--- src/rtl/pls_pkg.sv ---
package pls_pkg;
  localparam int SAMPLE_W    = 8;
  localparam int NUM_CH      = 4;
  localparam int NUM_LANES   = NUM_CH - 1;
  localparam int CODED_W     = SAMPLE_W + 1;
  localparam int TAIL_BEATS  = (CODED_W + NUM_LANES - 1) / NUM_LANES;
  localparam int FRAME_BEATS = CODED_W + TAIL_BEATS;
  localparam int BEAT_W      = $clog2(FRAME_BEATS);

  typedef logic [SAMPLE_W-1:0] sample_t;
  typedef logic [CODED_W-1:0]  coded_t;
  typedef logic [BEAT_W-1:0]   beat_t;
endpackage

--- src/rtl/pls_beat_counter.sv ---
module pls_beat_counter
  import pls_pkg::*;
(
  input  logic  clk_i,
  input  logic  rst_ni,
  output beat_t beat_o,
  output logic  frame_begin_o
);
  localparam beat_t LAST = beat_t'(FRAME_BEATS - 1);

  beat_t beat_q;

  always_ff @(posedge clk_i or negedge rst_ni) begin
    if (!rst_ni)            beat_q <= '0;
    else if (beat_q == LAST) beat_q <= '0;
    else                    beat_q <= beat_q + beat_t'(1);
  end

  assign beat_o        = beat_q;
  assign frame_begin_o = (beat_q == '0);

  assert_beat_range_R2: assert property (@(posedge clk_i) disable iff (!rst_ni)
    beat_q <= LAST);
  assert_beat_wrap_R2: assert property (@(posedge clk_i) disable iff (!rst_ni)
    (beat_q == LAST) |=> (beat_q == '0));
endmodule

--- src/rtl/pls_parity_gen.sv ---
module pls_parity_gen
  import pls_pkg::*;
(
  input  sample_t raw_i   [NUM_CH],
  output coded_t  coded_o [NUM_CH]
);
  for (genvar c = 0; c < NUM_CH; c++) begin : g_ch
    // odd parity: total ones across data + parity is odd
    assign coded_o[c] = {~^raw_i[c], raw_i[c]};
  end
endmodule

--- src/rtl/pls_lane_mux.sv ---
module pls_lane_mux
  import pls_pkg::*;
(
  input  coded_t                 coded_i [NUM_CH],
  input  beat_t                  beat_i,
  output logic [NUM_LANES-1:0]   lane_o
);
  for (genvar l = 0; l < NUM_LANES; l++) begin : g_lane
    coded_t shifted;
    int     pos;
    always_comb begin
      pos = int'(beat_i);
      if (pos < CODED_W) shifted = coded_i[l] >> pos;
      else               shifted = coded_i[NUM_CH-1] >> (l * TAIL_BEATS + pos - CODED_W);
      lane_o[l] = shifted[0];
    end
  end
endmodule

--- src/rtl/parity_lane_serializer.sv ---
module parity_lane_serializer
  import pls_pkg::*;
(
  input  logic                       clk_i,
  input  logic                       rst_ni,
  input  logic [NUM_CH*SAMPLE_W-1:0] sample_i,
  input  logic                       valid_i,
  output logic [NUM_LANES-1:0]       lane_o,
  output logic                       clk_en_o,
  output logic                       frame_start_o
);
  beat_t                      beat;
  logic                       frame_begin;
  logic [NUM_CH*SAMPLE_W-1:0] data_q, cur;
  sample_t                    raw   [NUM_CH];
  coded_t                     coded [NUM_CH];
  logic [NUM_LANES-1:0]       lane_nxt, lane_q;
  logic                       fs_q, en_q;

  pls_beat_counter i_cnt (
    .clk_i         (clk_i),
    .rst_ni        (rst_ni),
    .beat_o        (beat),
    .frame_begin_o (frame_begin)
  );

  // new set bypasses the hold register so beat 0 already uses it
  assign cur = (frame_begin && valid_i) ? sample_i : data_q;

  for (genvar c = 0; c < NUM_CH; c++) begin : g_unpack
    assign raw[c] = cur[c*SAMPLE_W +: SAMPLE_W];
  end

  pls_parity_gen i_par (
    .raw_i   (raw),
    .coded_o (coded)
  );

  pls_lane_mux i_mux (
    .coded_i (coded),
    .beat_i  (beat),
    .lane_o  (lane_nxt)
  );

  always_ff @(posedge clk_i or negedge rst_ni) begin
    if (!rst_ni) begin
      data_q <= '0;
      lane_q <= '0;
      fs_q   <= 1'b0;
      en_q   <= 1'b0;
    end else begin
      if (frame_begin) data_q <= cur;
      lane_q <= lane_nxt;
      fs_q   <= frame_begin;
      en_q   <= 1'b1;
    end
  end

  assign lane_o        = lane_q;
  assign frame_start_o = fs_q;
  assign clk_en_o      = en_q;

  assert_hold_mid_frame_R7: assert property (@(posedge clk_i) disable iff (!rst_ni)
    !frame_begin |=> $stable(data_q));
  assert_frame_start_align_R2: assert property (@(posedge clk_i) disable iff (!rst_ni)
    frame_start_o |-> (beat == beat_t'(1)));
  assert_clk_en_stays_R9: assert property (@(posedge clk_i) disable iff (!rst_ni)
    clk_en_o |=> clk_en_o);
endmodule

--- config.mk ---
export PLATFORM = sky130hd
export DESIGN_NAME = parity_lane_serializer
export DESIGN_NICKNAME = d
export VERILOG_FILES = /design/src/rtl/pls_pkg.sv /design/src/rtl/pls_beat_counter.sv /design/src/rtl/pls_parity_gen.sv /design/src/rtl/pls_lane_mux.sv /design/src/rtl/parity_lane_serializer.sv
export SDC_FILE = /design/constraint.sdc
export NUM_CORES = 1
export LEC_CHECK = 0
export BUFFER_PORTS_ARGS = -buffer_cell sky130_fd_sc_hd__buf_2
export CAP_MARGIN = 10
export CORE_AREA = 2 2 104 56
export CTS_CLUSTER_SIZE = 14
export DETAILED_ROUTE_END_ITERATION = 6
export DIE_AREA = 0 0 106 58
export GPL_TIMING_DRIVEN = 0
export PLACE_DENSITY = 0.87
export SETUP_SLACK_MARGIN = 0.05
export SLEW_MARGIN = 10
export SYNTH_ARGS = -nofsm -noshare
export SYNTH_HDL_FRONTEND = slang
export SYNTH_SLANG_ARGS = --single-unit
--- constraint.sdc ---
create_clock -name clk_i -period 3.5 [get_ports clk_i]
set_input_delay 0.175 -clock clk_i [delete_from_list [all_inputs] [get_ports clk_i]]
set_output_delay 0.175 -clock clk_i [all_outputs]
set_load 0.005 [all_outputs]
After elaboration in Yosys (flattened, before gate mapping)
Index checks and enable logic that the tools add are counted.
- output and inout port bits: 5
- bits in registers: 41
- word-level logic and storage cells: 30
- input bits: 35
- equality and inequality tests: 1
- order comparisons: 1
- multiplexer cells: 5
- add/sub/neg operators: 6
- reduce and logical (&&, ||, !) cells: 6
- shift operators: 6
- operators with widths (operator ; count):
    $shr A9 B32 Y1 ; 3
    $sub A32 B5 Y32 const B ; 2
    $mux W32 ; 1
    $reduce_xnor A8 Y1 ; 4
    $shr A9 B4 Y1 ; 3
    $add A2 B4 Y5 const A ; 1
    $add A3 B4 Y5 const A ; 1
    $sub A4 B4 Y5 const B ; 1
    $add A4 B1 Y4 const B ; 1
    $eq A4 B4 Y1 const B ; 1
    $logic_not A4 Y1 ; 1
    $lt A4 B4 Y1 const B ; 1
    $mux W4 ; 1
    $mux W1 ; 3
    $logic_and A1 B1 Y1 ; 1

Logic depth before layout (Yosys ltp)
Gate-level depths: netlist of the first run.
- depth after elaboration: 6
- mapped depth: 14
- gate-level depth less buffers: 11

Hierarchy
From an unflattened synthesis of the first run, not the netlist that was laid out.
- cell total of the unflattened synthesis: 270
- area total of the unflattened synthesis: 3150.5 sq um
- by module, submodules not included (module ; cells an instance ; area each (sq um) ; seq. area each (sq um) ; times used):
    parity_lane_serializer ; 109 ; 1762.9 ; 925.9 ; 1
    pls_lane_mux ; 83 ; 703.2 ; 0.0 ; 1
    pls_parity_gen ; 60 ; 485.5 ; 0.0 ; 1
    pls_beat_counter ; 18 ; 198.9 ; 100.1 ; 1

Worst setup path before layout of the first run
Ideal clock, no wire load.
- kind: register to register
- from: register i_cnt.beat_q[1], in the netlist i_cnt.beat_o[1]
- to: register lane_q[1], in the netlist lane_o[1]
- library setup time: 130 ps
- required time: 3370 ps
- stages on the path, launching flop included: 12
- arrival: 2815 ps
- path slack: 555 ps
- path through: dfrtp_1 -> clkbuf_1 -> inv_1 -> buf_2 -> ha_1 -> nor4bb_4 -> buf_6 -> mux2_2 -> mux2_2 -> mux2_2 -> a221oi_1 -> o21ai_0
- cells in the longest elaborated chain, start to end: 6
- elaborated cells on any way between the ends: 11
- classes of those cells: add/sub: 2; order compare: 1; shift: 2; mux: 2; reduce/logical: 4
- RTL lines (what ; RTL line ; RTL):
    start: declaration ; pls_beat_counter.sv:11 ; beat_t beat_q;
    start signal: assignment ; pls_beat_counter.sv:16 ; else beat_q <= beat_q + beat_t'(1);
    branches (longest 5 deep; another with $sub A32 B5 Y32) ; n/a ;
    $mux W1 (*) ; pls_lane_mux.sv:13 ; if (pos < CODED_W) shifted = coded_i[l] >> pos;
    named net i_mux.g_lane[1].shifted[0] ; pls_lane_mux.sv:9 ; coded_t shifted;
    end signal: assignment ; parity_lane_serializer.sv:53 ; lane_q <= lane_nxt;
    end: declaration ; parity_lane_serializer.sv:17 ; logic [NUM_LANES-1:0] lane_nxt, lane_q;
Mark *: on every way through the listed nets, which the timed path passes.
A chain may end at the register's enable or synchronous reset.

Final worst setup path of the first run
Same ends and word-level chain as after synthesis.

==> results of run 1 <==
==> power by group through the flow <==
stage / Combinational [W] / Sequential (W) / Clock (W)
detailed placement: 0.000286 / 0.000556 / 0
finish: 0.000290 / 0.000547 / 0.000304
global placement: 0.000276 / 0.000552 / 0
floorplan: 0.000206 / 0.000547 / 0
global route: 0.000315 / 0.000553 / 0.000330
CTS: 0.000288 / 0.000546 / 0.000308
==> per-layer routing <==
| metal | share of wire [%] | wire length [um] |
|---|---|---|
| met2 | 40 | 2700 |
| met3 | 9.4 | 633 |
| met1 | 50 | 3320 |
| met5 | 0 | 0 |
| met4 | 0.75 | 50 |
==> worst max-delay path: stages, from the launching register on <==
cell	delay [ns]
sky130_fd_sc_hd__dfrtp_1	0.56
sky130_fd_sc_hd__inv_1	0.20
sky130_fd_sc_hd__buf_6	0.22
sky130_fd_sc_hd__ha_1	0.20
sky130_fd_sc_hd__nor4bb_4	0.31
sky130_fd_sc_hd__buf_6	0.18
sky130_fd_sc_hd__mux2_2	0.36
sky130_fd_sc_hd__mux2_2	0.27
sky130_fd_sc_hd__mux2_2	0.26
sky130_fd_sc_hd__a221oi_1	0.26
sky130_fd_sc_hd__o21ai_0	0.12
==> state kept, by name, indices dropped and copies added (netlist names) <==
name           cells
data_q            32
i_cnt.beat_o       4
lane_o             3
clk_en_o           1
frame_start_o      1
==> logic make-up after synthesis <==
logic type      synth area share (%)
simple gates                    9.83
xor+xnor                        14.3
mux                             19.7
compound gates                  10.7
flops                           34.9
buf+inv                         4.51
fa+ha+maj                       5.96
other cells                    0.128
==> layout by cell type, fill, tap and decap left out, drive strengths merged, types with 8 or more instances in the layout <==
master / synthesis / layout
xnor2: 41 / 41
nand2: 19 / 19
ha: 14 / 14
buf: 7 / 46
o21ai: 8 / 8
nor2: 13 / 13
clkbuf: 6 / 11
mux2: 32 / 32
inv: 11 / 11
dfrtp: 41 / 41
==> cell type report <==
class	instances	area, um2
Clock buffer	6	72.6
Timing Repair Buffer	39	195
Sequential cell	41	1030
Inverter	12	45.0
Tap cell	73	91.3
Fill cell	448	1940
Buffer	12	90.1
Clock inverter	2	10.0
Multi-Input combinational cell	207	1780
==> per-stage QoR <==
stage,util (%),hold WS (ns)
2_1_floorplan,-,-0.121
3_3_place_gp,61.4,0.347
3_5_place_dp,61.4,0.358
4_1_cts,63.0,0.0273
5_1_grt,63.1,0.0589
6_report,63.1,-0.00119
==> worst max-delay path by stage <==
stage / startpoint / endpoint / slack (ns) / cells after the start
after floorplan: i_cnt.beat_o[1] / lane_o[1] / 0.56 / 11
after global placement: i_cnt.beat_o[1] / lane_o[1] / 0.11 / 12
after detailed placement: i_cnt.beat_o[1] / lane_o[1] / 0.08 / 12
after CTS: i_cnt.beat_o[1] / lane_o[1] / 0.07 / 12
after global routing: i_cnt.beat_o[1] / lane_o[1] / 0.15 / 10
final: i_cnt.beat_o[1] / lane_o[1] / 0.42 / 10
==> timing repair <==
item	in CTS	in global routing
buffers inserted	0	0
gates resized for setup	0	4
endpoints found under the setup margin	0	3
==> results.md, run 1 <==
Route:
- The detail route stage leaves a number of antenna-violating nets equal to 0.
- For this block, the initial DRC count from the detailed router was 166.
- The ratio of routed vias to standard cells is 5.85.
- In the routed design, unresolved DRC markers number 0.
- The iteration count of the initial detailed-routing pass is 4.
- The routed wire length is 6710 um.
- The routed length per instance is roughly 17 um.
- The total number of vias is 2295.

STA:
- The worst hold slack is -0.00119 ns.
- The number of hold-slack violations in the final timing report is 1.
- Setup slack on the critical path of the routed design comes to 0.417 ns.
- The clock period could shrink to around 3.1 ns.
- The aggregate negative setup slack is 0 ns.
- Timing would allow up to around 0.32 GHz.
- The transition at the pin with the smallest max-transition slack is 0.914 ns.
- The portion of the clock cycle consumed by the worst path in the final layout is 88.1%.
- The worst-case clock skew is about 0.009 ns.
- The number of setup violations in the final report is 0.
- The final count of pins violating max slew is 0.
- Setup repair after global routing left no endpoint under its margin.
- Measured against its own limit, the worst slew margin works out to 39.1%.

Synthesis:
- The register bit total from synthesis is 41.
- After technology mapping, the gate count stands at 273.
- The most frequently used flop master after synthesis is sky130_fd_sc_hd__dfrtp_1.
- The number of warning messages in the yosys log is 0.
- The count of unique library cells instantiated by Yosys is 49.
- In the synthesized netlist the async set-or-reset flop fraction comes to 100%.
- Ranked by total cell area, the synthesized netlist is headed by sky130_fd_sc_hd__dfrtp_1 35%, sky130_fd_sc_hd__mux2_2 12%, sky130_fd_sc_hd__xnor2_1 12%, sky130_fd_sc_hd__ha_1 6.0%, sky130_fd_sc_hd__mux4_2 5.4%.
- Sequential cells were found to cover 34.9% of the synthesized design area.
- After synthesis, the largest area contributor takes up between 30% and 40% of total cell area.
- The post-synthesis cell area is 2940 um2.
- Counting flops with a built-in enable in the synthesized netlist gives 0.
- The library cell with the largest summed area after synthesis is sky130_fd_sc_hd__dfrtp_1.
- Counting instances in the post-synthesis netlist gives the leading cell types as 41 x sky130_fd_sc_hd__dfrtp_1, 41 x sky130_fd_sc_hd__xnor2_1, 32 x sky130_fd_sc_hd__mux2_2.
- The total nets after synthesis is 322.
- The average footprint of a synthesized cell is 10.8 um2.

Pwr:
- The static leakage power is 1.35 nW.
- VDD sags by at most 0.219 mV.
- For this design the total switching power over the nets is ~0.00033 W.
- Total power for the finished layout comes to 0.00114 W.
- Net switching is just under 30% of the power.
- The sequential group share of total power is 48.0%.
- The power density relative to cell area is 344 nW/um2.
- The clock group share of total power is 26.6%.
- The power share of the combinational group is 25.4%.
- The internal power component is 0.000806 W.

Place:
- The area of placed instances is 3230 um2.
- The post-placement cell count is 385.
- Summed over all nets, the half-perimeter wirelength after detailed placement is 5210 um.
- The number of port buffers is 39.
- The pre-CTS worst setup slack is between 0.07 and 0.08 ns.
- Routability-driven placement finished with a final weighted congestion of 0.959.

Global route:
- For this run the aggregate overflow at the end of global routing stands at 0.
- The first-pass GRT wire length is 11100 um.
- Global routing consumed, on the met2 layer, about 33% of the routing resources.
- The via count of the first global-routing pass is ~2200.
- In the global route stage, met3 resource usage came out at ~6.5%.
- The number of antenna violations at the first check in global routing was 0.
- Global routing consumed, over all layers together, a little under a quarter of the routing resources.
- In this run the most used layer during global routing was met1.
- The pin count of the biggest net entering global routing is 42.
- The met1 global-route usage is 36.6%.

Setup path:
- The critical path is of the reg -> reg type.
- The kind of launch point of the worst setup path is a flop.
- The worst register-to-register path begins at i_cnt.beat_o[1].
- The worst register-to-register path has a depth of 10.
- The worst flop-to-flop path endpoint is lane_o[1].
- The type of element capturing the critical path is a flop.
- STA puts the critical path data required time at 3.67 ns.
- Data on the critical path arrives at its endpoint at 3.25 ns.
- In this run the worst path has a maximum fanout of 15.
- For flop-to-flop paths, the worst setup slack is 0.42 ns.

Die:
- From left edge to right edge, the die measures around 110 um.
- The overall die height is 58 um.
- The effective utilization at floorplan is 55.9%.
- The placeable core region is between 5000 and 6000 um2.
- The floorplan has 19 rows.
- The die covers 6150 um2.
- 40 I/O pins were placed.

Clock tree:
- The H-tree generated during clock tree synthesis spans 2 levels.
- The clock passes through at most 2 buffers.
- The TritonCTS sink count is 41.
- The worst-skew pair later-pin latency is 0.30 ns.
- TritonCTS built the clock tree.
- Clock tree synthesis inserted a total of 5 buffers.
- The hold-fix buffer count after cts is 0.
- Clock-pin slew was measured on the worst setup and hold paths at 0.08 ns.
- The cell sitting at the root of the clock tree is a sky130_fd_sc_hd__clkbuf_8.

Final layout:
- After the flow finishes, the layout carries non-filler instances totaling 392.
- From synthesis to final layout, the design area changed by 12.8%.
- 0 antenna diodes ended up in the layout.
- In the final layout, the share of cells above drive strength 1 is 30.4%.
- Summing all non-filler instances in the final layout gives an area of around 3300 um2.
- At the end of the flow, the number of nets in the layout was 367.

Status:
- The run finished, with violations left.
- The final reports fail on negative hold slack.

Run:
- Max-cap violations in this run came to 0.

Min path:
- The min-delay analysis places its worst path in the category in -> async.
Power figures use the tool's default switching activity.
==> run 2: changes to the inputs <==
--- a/config.mk
+++ b/config.mk
@@ -5,14 +5,14 @@
 export SDC_FILE = /design/constraint.sdc
 export NUM_CORES = 1
 export LEC_CHECK = 0
-export BUFFER_PORTS_ARGS = -buffer_cell sky130_fd_sc_hd__buf_2
 export CAP_MARGIN = 10
-export CORE_AREA = 2 2 104 56
+export CORE_AREA = 2 2 125 66
 export CTS_CLUSTER_SIZE = 14
 export DETAILED_ROUTE_END_ITERATION = 6
-export DIE_AREA = 0 0 106 58
+export DIE_AREA = 0 0 127 68
+export DONT_BUFFER_PORTS = 1
 export GPL_TIMING_DRIVEN = 0
-export PLACE_DENSITY = 0.87
+export PLACE_DENSITY = 0.61
 export SETUP_SLACK_MARGIN = 0.05
 export SLEW_MARGIN = 10
 export SYNTH_ARGS = -nofsm -noshare
==> results.md, run 2 (synthesis gave the netlist of run 1 again) <==
STA:
- The transition at the pin with the smallest max-transition slack is 0.537 ns (-0.377 ns).
- The tightest slew margin relative to the limit is 64.2% (+25 points).
- The number of hold-slack violations in the final timing report is 0 (-1).
- The number of setup violations in the final report is 0 (unchanged).
- The worst-case clock skew was 0.00464 ns (-0.00450 ns).
- The final count of pins violating max slew is 0 (unchanged).
- The maximum operating frequency is 0.322 GHz (-0.82%).
- The post-route minimum period is 3.11 ns (+0.0256 ns).
- The portion of the clock cycle consumed by the worst path in the final layout is 88.8% (+0.73 points).
- Setup repair after global routing left no endpoint under its margin.

Global route:
- The met2 global-route usage is 21.5% (-11 points).
- The aggregate global routing overflow was 0 (unchanged).
- The met1 global-route usage was 27.4% (-9.2 points).
- The first-pass GRT wire length is 11200 um (+1.0%).
- The met3 track demand over resource in global routing is 6.25% (-0.27 points).
- The pin count of the biggest net entering global routing was 42 (unchanged).
- The total routing usage reported by global routing is 17.5% (-5.9 points).
- The number of antenna violations at the first check in global routing came to 0 (unchanged).
- In this run the most used layer during global routing was met1.
- The via count of the first global-routing pass is 2001 (-7.2%).

Place:
- The placed wire-length estimate came to 5370 um (+2.9%).
- The area of placed instances is 3060 um2 (-5.0%).
- The weighted congestion reported at the end of routability-driven placement is 0.927 (-3.4%).
- The number of port buffers is 0 (-100%).

Setup path:
- The type of element capturing the critical path is a flop.
- The critical path required time was 3.65 ns (-0.02 ns).
- Walking the worst path, the cells encountered are inv_1 > buf_6 > ha_1 > nor4bb_4 > buf_6 > buf_12 > mux2i_2 > mux2i_1 > mux2_2 > a221oi_1 > o21ai_0.
- The largest fanout on the critical path is 15 (unchanged).
- The worst setup path is launched from a flop.
- The reg-to-reg setup timing slack came to 0.39 ns (-0.03 ns).
- The data arrival time of the worst path is 3.26 ns (about the same).
- The biggest cell delay along the critical path is 0.55 ns (about the same).
- The cell with the biggest individual delay on the critical path is sky130_fd_sc_hd__dfrtp_1.
- The critical path start-end classification is reg -> reg.
- The most repeated library cell on the critical path is sky130_fd_sc_hd__buf_6.

Die:
- The overall die height is 68 um (+17%).
- The area of the die was 8640 um2 (+40%).
- The placeable core region is 7650 um2 (+46%).
- The effective utilization at floorplan is 38.4% (-18 points).
- The number of rows in the core area is 23 (+4).
- The die span in x is 127 um (+20%).
- The top-level port count is 40 (unchanged).

Pwr:
- The power density relative to cell area was 425 nW/um2 (+24%).
- The internal power component is 0.00106 W (+32%).
- The static leakage power came to 1.27 nW (-6.1%).
- The sequential group share of total power is 38.9% (-9.1 points).
- The power share of the combinational group is 18.5% (-6.9 points).
- The peak supply drop is 0.226 mV (+3.0%).
- The net switching share of the total power is 24.4% (-4.9 points).
- The clock group share of total power is 42.6% (+16 points).
- The net switching power is 0.000344 W (+2.9%).

Route:
- The routed wire length came to 6870 um (+2.4%).
- The ratio of routed vias to standard cells is 5.36 (-8.4%).
- The iteration count of the initial detailed-routing pass came to 4 (unchanged).
- The number of DRC violations after detailed-routing iteration 0 is 116 (-30%).
- The total number of vias is 2049 (-11%).
- The routed length per instance is 18.0 um (+5.1%).
- The number of routed nets with antenna violations is 0 (unchanged).
- The number of DRC violations after detailed routing is 0 (unchanged).

Clock tree:
- The buffer levels on the longest clock path is 2 (unchanged).
- The cell chosen for the clock root is sky130_fd_sc_hd__clkbuf_16.
- The number of levels in the clock H-tree is 2 (unchanged).
- The TritonCTS sink count is 41 (unchanged).
- The CTS buffer count is 5 (unchanged).
- The worst-skew pair later-pin latency is 0.29 ns (about the same).
- The clock transition at the register clock pins on the worst setup and hold paths after CTS is 0.06 ns (-0.02 ns).
- The clock tree from TritonCTS is built.
- The post-CTS repair timing setup buffer count is 0 (unchanged).

Min path:
- The class of the tightest hold or removal check is in -> reg.

Final layout:
- The register ranked first by flip-flop count is data_q.
- The flip-flop count of the largest register after layout came to 32 (unchanged).
- The final net count is 330 (-10%).
- The final design area excluding fillers came to 3310 um2 (-0.11%).
- The most frequent standard cell in the layout excluding fill and tap cells is sky130_fd_sc_hd__dfrtp_1.
- The layout overhead on the synthesized area is 12.6%.
- The top cell types in the final layout, fill and taps aside, are 41 x sky130_fd_sc_hd__dfrtp_1, 40 x sky130_fd_sc_hd__xnor2_1, 32 x sky130_fd_sc_hd__mux2_2.
- The final cell utilization of the core is 43.2% (-20 points).
- The number of antenna cells inserted is 0 (unchanged).
- The fraction of final layout cells sized beyond drive strength 1 was 22.0% (-8.4 points).
- The layout filler cell count is 733 (+64%).

Status:
- The run finished with clean final reports.

Run:
- The number of maximum-capacitance constraint violations is 0 (unchanged).
run 2: cell count changes in the layout (fill, tap and decap cells not counted), moves of 2 or more:
cell,delta
sky130_fd_sc_hd__buf_2,-39
sky130_fd_sc_hd__clkbuf_16,+5
sky130_fd_sc_hd__clkbuf_8,-5
sky130_fd_sc_hd__bufinv_16,+2
run 2: cell type report:
type,instances,area [um2],share of cell area [%]
Inverter,12,45.0,1.36
Clock buffer,5,125,3.78
Timing Repair Buffer,2,37.5,1.13
Multi-Input combinational cell,207,1800,54.3
Sequential cell,41,1030,31.0
Tap cell,100,125,3.78
Buffer,12,90.1,2.72
Clock inverter,3,65.1,1.97
run 2: through the flow:
stage               cells  TNS [ns]  total power [W]  hold slack (ns)  setup slack (ns)
detailed placement    373   -0.0461         0.000800           -0.119           -0.0461
CTS                   383         0          0.00142           0.0228            0.0940
finish                382         0          0.00141           0.0282             0.391
floorplan             273         0         0.000754           -0.121             0.555
global placement      373   -0.0488         0.000795           -0.119           -0.0488
global route          382         0          0.00148           0.0242             0.142
run 2: path summary, 6_finish.rpt:
path | to | start | depth (start not counted)
max | lane_o[1] | i_cnt.beat_o[1] | 11
min | data_q[12] | sample_i[12] | 1
max reg2reg | lane_o[1] | i_cnt.beat_o[1] | 11
min reg2reg | data_q[16] | data_q[16] | 1
max in group asynchronous | data_q[21] | rst_ni | 2
min in group asynchronous | data_q[27] | rst_ni | 2
run 2: what timing repair did:
item | 4_1_cts | 5_1_grt
hold endpoints to repair | 41 | 0
setup endpoints to repair | 2 | 2
resized for setup | 1 | 4
hold buffers | 2 | 0
run 2: worst max-delay path, delay by kind of cell, from the launching register on:
| family | cells | cell delay, ns |
|---|---|---|
| flops | 1 | 0.55 |
| mux | 3 | 0.77 |
| buf+inv | 4 | 0.73 |
| compound gates | 2 | 0.41 |
| simple gates | 1 | 0.30 |
| fa+ha+maj | 1 | 0.20 |
run 2: power groups by stage:
stage | Clock, W | Combinational (W) | Sequential [W]
after global placement | 0 | 0.000241 | 0.000554
final | 0.000601 | 0.000261 | 0.000547
after floorplan | 0 | 0.000206 | 0.000547
after detailed placement | 0 | 0.000245 | 0.000555
after global routing | 0.000635 | 0.000287 | 0.000553
after CTS | 0.000614 | 0.000262 | 0.000547
run 2: metal layers:
metal	wire (um)	share of wire (%)
met2	2390	35
met3	717	10
met5	0	0
met4	88	1.3
met1	3670	53
==> run 3: changes to the inputs <==
--- a/config.mk
+++ b/config.mk
@@ -5,11 +5,12 @@
 export SDC_FILE = /design/constraint.sdc
 export NUM_CORES = 1
 export LEC_CHECK = 0
+export ABC_AREA = 1
 export CAP_MARGIN = 10
-export CORE_AREA = 2 2 125 66
+export CORE_AREA = 2 2 142 75
 export CTS_CLUSTER_SIZE = 14
 export DETAILED_ROUTE_END_ITERATION = 6
-export DIE_AREA = 0 0 127 68
+export DIE_AREA = 0 0 144 77
 export DONT_BUFFER_PORTS = 1
 export GPL_TIMING_DRIVEN = 0
 export PLACE_DENSITY = 0.61
==> results.md, run 3 <==
Status:
- The flow ran to the end, and the final reports show no timing, DRC or antenna violations.

Die:
- The overall die height is 77 um (+13%).
- The number of rows in the core area came to 26 (+13%).
- The placeable core region came to 9860 um2 (+29%).
- The effective utilization at floorplan came to 38.8% (+0.43 points).
- The die span in x is 144 um (+13%).
- The top-level port count was 40 (unchanged).
- The area of the die is 11100 um2 (+28%).

Final layout:
- The flip-flop count of the largest register after layout is 32 (unchanged).
- The top cell types in the final layout, fill and taps aside, are 345 x sky130_fd_sc_hd__nand2_1, 81 x sky130_fd_sc_hd__inv_1, 59 x sky130_fd_sc_hd__nand4_1.
- The register area came to 1030 um2 (unchanged).
- The register ranked first by flip-flop count is data_q.
- The layout overhead on the synthesized area is 8.99%.
- The library cell used most frequently in the layout, excluding fill and tap cells, is sky130_fd_sc_hd__nand2_1.
- The fraction of final layout cells sized beyond drive strength 1 was 4.80% (-17 points).
- The final design area excluding fillers came to 4170 um2 (+26%).
- The layout filler cell count is 1049 (+43%).
- The final net count was 717 (+120%).
- The number of antenna cells inserted came to 0 (unchanged).
- The area occupied by multi-input gates is 2310 um2 (+29%).

Clock tree:
- The number of levels in the clock H-tree is 2 (unchanged).
- The cell chosen for the clock root is sky130_fd_sc_hd__clkbuf_16.
- TritonCTS built the clock tree.
- The CTS buffer count came to 5 (unchanged).
- The TritonCTS sink count is 41 (unchanged).
- The buffer levels on the longest clock path came to 2 (unchanged).
- The worst-skew pair later-pin latency came to 0.30 ns (about the same).
- The clock transition at the register clock pins on the worst setup and hold paths after CTS came to 0.06 ns (about the same).

Place:
- The area of placed instances is 4000 um2 (+31%).
- The weighted congestion reported at the end of routability-driven placement was 0.910 (-1.9%).
- The number of port buffers is 0 (unchanged).
- The placed wire-length estimate is 9490 um (+77%).
- The pre-CTS worst setup slack is 0.354 ns (+0.400 ns).

STA:
- The post-route minimum period is 3.09 ns (-0.0175 ns).
- The final count of pins violating max slew is 0 (unchanged).
- The minimum setup slack in the final design is 0.409 ns (+0.0175 ns).
- The portion of the clock cycle consumed by the worst path in the final layout is 88.3% (-0.50 points).
- The number of setup violations in the final report is 0 (unchanged).
- Setup repair after global routing left no endpoint under its margin.
- The worst-case clock skew is 0.00608 ns (+0.00144 ns).
- The number of hold-slack violations in the final timing report is 0 (unchanged).
- The maximum operating frequency came to 0.323 GHz (+0.57%).
- The transition at the pin with the smallest max-transition slack is 0.685 ns (+0.149 ns).
- The aggregate negative setup slack is 0 ns (unchanged).
- The tightest slew margin relative to the limit is 54.3% (-9.9 points).

Setup path:
- The data arrival time of the worst path came to 3.28 ns (+0.02 ns).
- The count of buffer and inverter cells on the critical path came to 3 (-1).
- The biggest cell delay along the critical path is 0.58 ns (+0.03 ns).
- The cell that appears most often on the critical path is sky130_fd_sc_hd__nand2_1.
- By startpoint and endpoint, the worst setup path is classified as reg -> reg.
- The critical path goes through inv_1 > ha_1 > buf_2 > clkbuf_1 > nand4_1 > nand2_1 > nand2_1 > nand2_1 > nand2_1 > nand2_1 > nand2_1 > nand3_1 > nand2_1 > nand2_1 > nand2_1.
- The type of element capturing the critical path is a flop.
- On the critical path the largest part of the delay comes from buffers and inverters.
- The reg-to-reg setup timing slack is 0.41 ns (+0.02 ns).
- The critical path required time is 3.69 ns (+0.04 ns).
- The largest fanout on the critical path came to 12 (-3).
- The cell with the biggest individual delay on the critical path is sky130_fd_sc_hd__dfrtp_1.
- The kind of launch point of the worst setup path is a flop.

Global route:
- The number of antenna violations at the first check in global routing is 0 (unchanged).
- The pin count of the biggest net entering global routing was 42 (unchanged).
- The aggregate global routing overflow was 0 (unchanged).
- The total routing usage reported by global routing is 23.8% (+6.3 points).
- The via count of the first global-routing pass came to 3891 (+94%).
- The first-pass GRT wire length is 20300 um (+82%).

Synthesis:
- The gate count of the mapped netlist is 659 (+140%).
- By area the synthesized netlist is led by sky130_fd_sc_hd__nand2_1 34%, sky130_fd_sc_hd__dfrtp_1 27%, sky130_fd_sc_hd__nand4_1 9.6%, sky130_fd_sc_hd__inv_1 7.9%, sky130_fd_sc_hd__ha_1 4.6%.
- The total nets after synthesis is 708 (+120%).
- The part of the Yosys area used for sequential elements is 26.8% (-8.1 points).
- By instance count, the leading cell after synthesis is sky130_fd_sc_hd__nand2_1.
- The fraction of post-synthesis cell area in the top cell type by area came to 33.8% (-1.1 points).
- The post-synthesis async set-or-reset flop share is 100% (unchanged).
- The post-synthesis cell area is 3830 um2 (+30%).
- The most used flip-flop cell after synthesis is sky130_fd_sc_hd__dfrtp_1.
- The number of warning messages in the yosys log is 0 (unchanged).
- The register bit total from synthesis was 41 (unchanged).
- Ranked by instance count, the synthesized netlist is headed by 345 x sky130_fd_sc_hd__nand2_1, 81 x sky130_fd_sc_hd__inv_1, 59 x sky130_fd_sc_hd__nand4_1.
- The library cell with the largest summed area after synthesis is sky130_fd_sc_hd__nand2_1.
- The average footprint of a synthesized cell is 5.81 um2 (-46%).
- The count of flip-flops with a built-in enable after synthesis came to 0 (unchanged).
- The count of unique library cells instantiated by Yosys is 31 (-37%).

Pwr:
- The total power is 0.00129 W (-8.6%).
- The peak supply drop is 0.179 mV (-21%).
- The power density relative to cell area is 309 nW/um2 (-27%).
- The static leakage power is 2.40 nW (+89%).

Route:
- The routed wire length is 12800 um (+87%).
- The total number of vias is 4279 (+110%).
- The number of routed nets with antenna violations is 0 (unchanged).
- The iteration count of the initial detailed-routing pass was 5 (+1).
- The number of DRC violations after detailed-routing iteration 0 is 561 (+380%).
- The routed length per instance is 15.9 um (-12%).
- The ratio of routed vias to standard cells is 5.30 (-1.1%).
- The number of DRC violations after detailed routing was 0 (unchanged).

Min path:
- The min-delay analysis places its worst path in the category in -> reg.

Run:
- The number of maximum-capacitance constraint violations came to 0 (unchanged).
-- run 3: cell types whose count changed in the layout (fill, tap and decap cells not counted), moves of 5 or more --
cell and change:
sky130_fd_sc_hd__buf_2 +12, sky130_fd_sc_hd__mux2_2 -32, sky130_fd_sc_hd__mux4_2 -7, sky130_fd_sc_hd__clkbuf_1 +8, sky130_fd_sc_hd__xnor2_1 -39, sky130_fd_sc_hd__o211ai_1 +8
sky130_fd_sc_hd__o22ai_1 -5, sky130_fd_sc_hd__mux2i_1 -5, sky130_fd_sc_hd__nand3_1 +22, sky130_fd_sc_hd__nand4_1 +59, sky130_fd_sc_hd__inv_1 +70, sky130_fd_sc_hd__nand2_1 +326
-- run 3: repair_timing --
item | 4_1_cts | 5_1_grt
buffers inserted | 0 | 0
endpoints found under the setup margin | 0 | 3
gates resized for setup | 0 | 2
hold buffers | 2 | 0
endpoints found under the hold margin | 41 | 0
-- run 3: path summary, 6_finish.rpt --
check / startpoint / endpoint / cells after the start
setup / recovery: i_cnt.beat_o[1] / lane_o[0] / 15
hold / removal: sample_i[28] / data_q[28] / 2
setup reg to reg: i_cnt.beat_o[1] / lane_o[0] / 15
hold reg to reg: data_q[28] / data_q[28] / 2
max in group asynchronous: rst_ni / i_cnt.beat_o[3] / 2
min in group asynchronous: rst_ni / data_q[10] / 2
-- run 3: per-layer routing --
| metal | track usage, % | routed length (um) |
|---|---|---|
| met4 | 4.61 | 104 |
| met1 | 37.5 | 6300 |
| met5 | 0 | 0 |
| met2 | 31.4 | 4760 |
| met3 | 6.56 | 1680 |
-- run 3: metrics by stage --
stage / hold slack [ns] / util, % / std cells
final: 0.0583 / 42.3 / 807
after global routing: 0.0867 / 42.3 / 807
after CTS: 0.0624 / 42.3 / 807
after detailed placement: -0.119 / 40.6 / 799
after floorplan: -0.121 / - / 659
after global placement: -0.120 / 40.6 / 799
-- run 3: cell families (layout without fill, tap and decap cells) --
group / Yosys count / after routing / synth area share [%]
AOI/OAI and AO/OA: 27 / 27 / 4.51
DFF: 41 / 41 / 26.8
buffers and inverters: 119 / 127 / 12.8
and+or+nand+nor: 453 / 453 / 50.3
adders and majority gates: 14 / 14 / 4.58
xor gates and xnor gates: 4 / 4 / 0.915
other: 1 / 1 / 0.0980
-- run 3: final cells by class --
cell class                 instances  area share (%)
buffer                            34            4.14
clock buffer                       5            3.00
clock inverter                     1           0.120
inverter                          85            7.65
multi-input combinational        499            55.4
sequential                        41            24.6
tap                              140            4.20
timing repair buffer               2           0.900
-- run 3: where the power goes --
group	switching, W	internal [W]	leakage [nW]
combinational	0.000205	0.0000907	1.83
clock	0.000208	0.000256	0.0655
sequential	0.0000178	0.000510	0.498
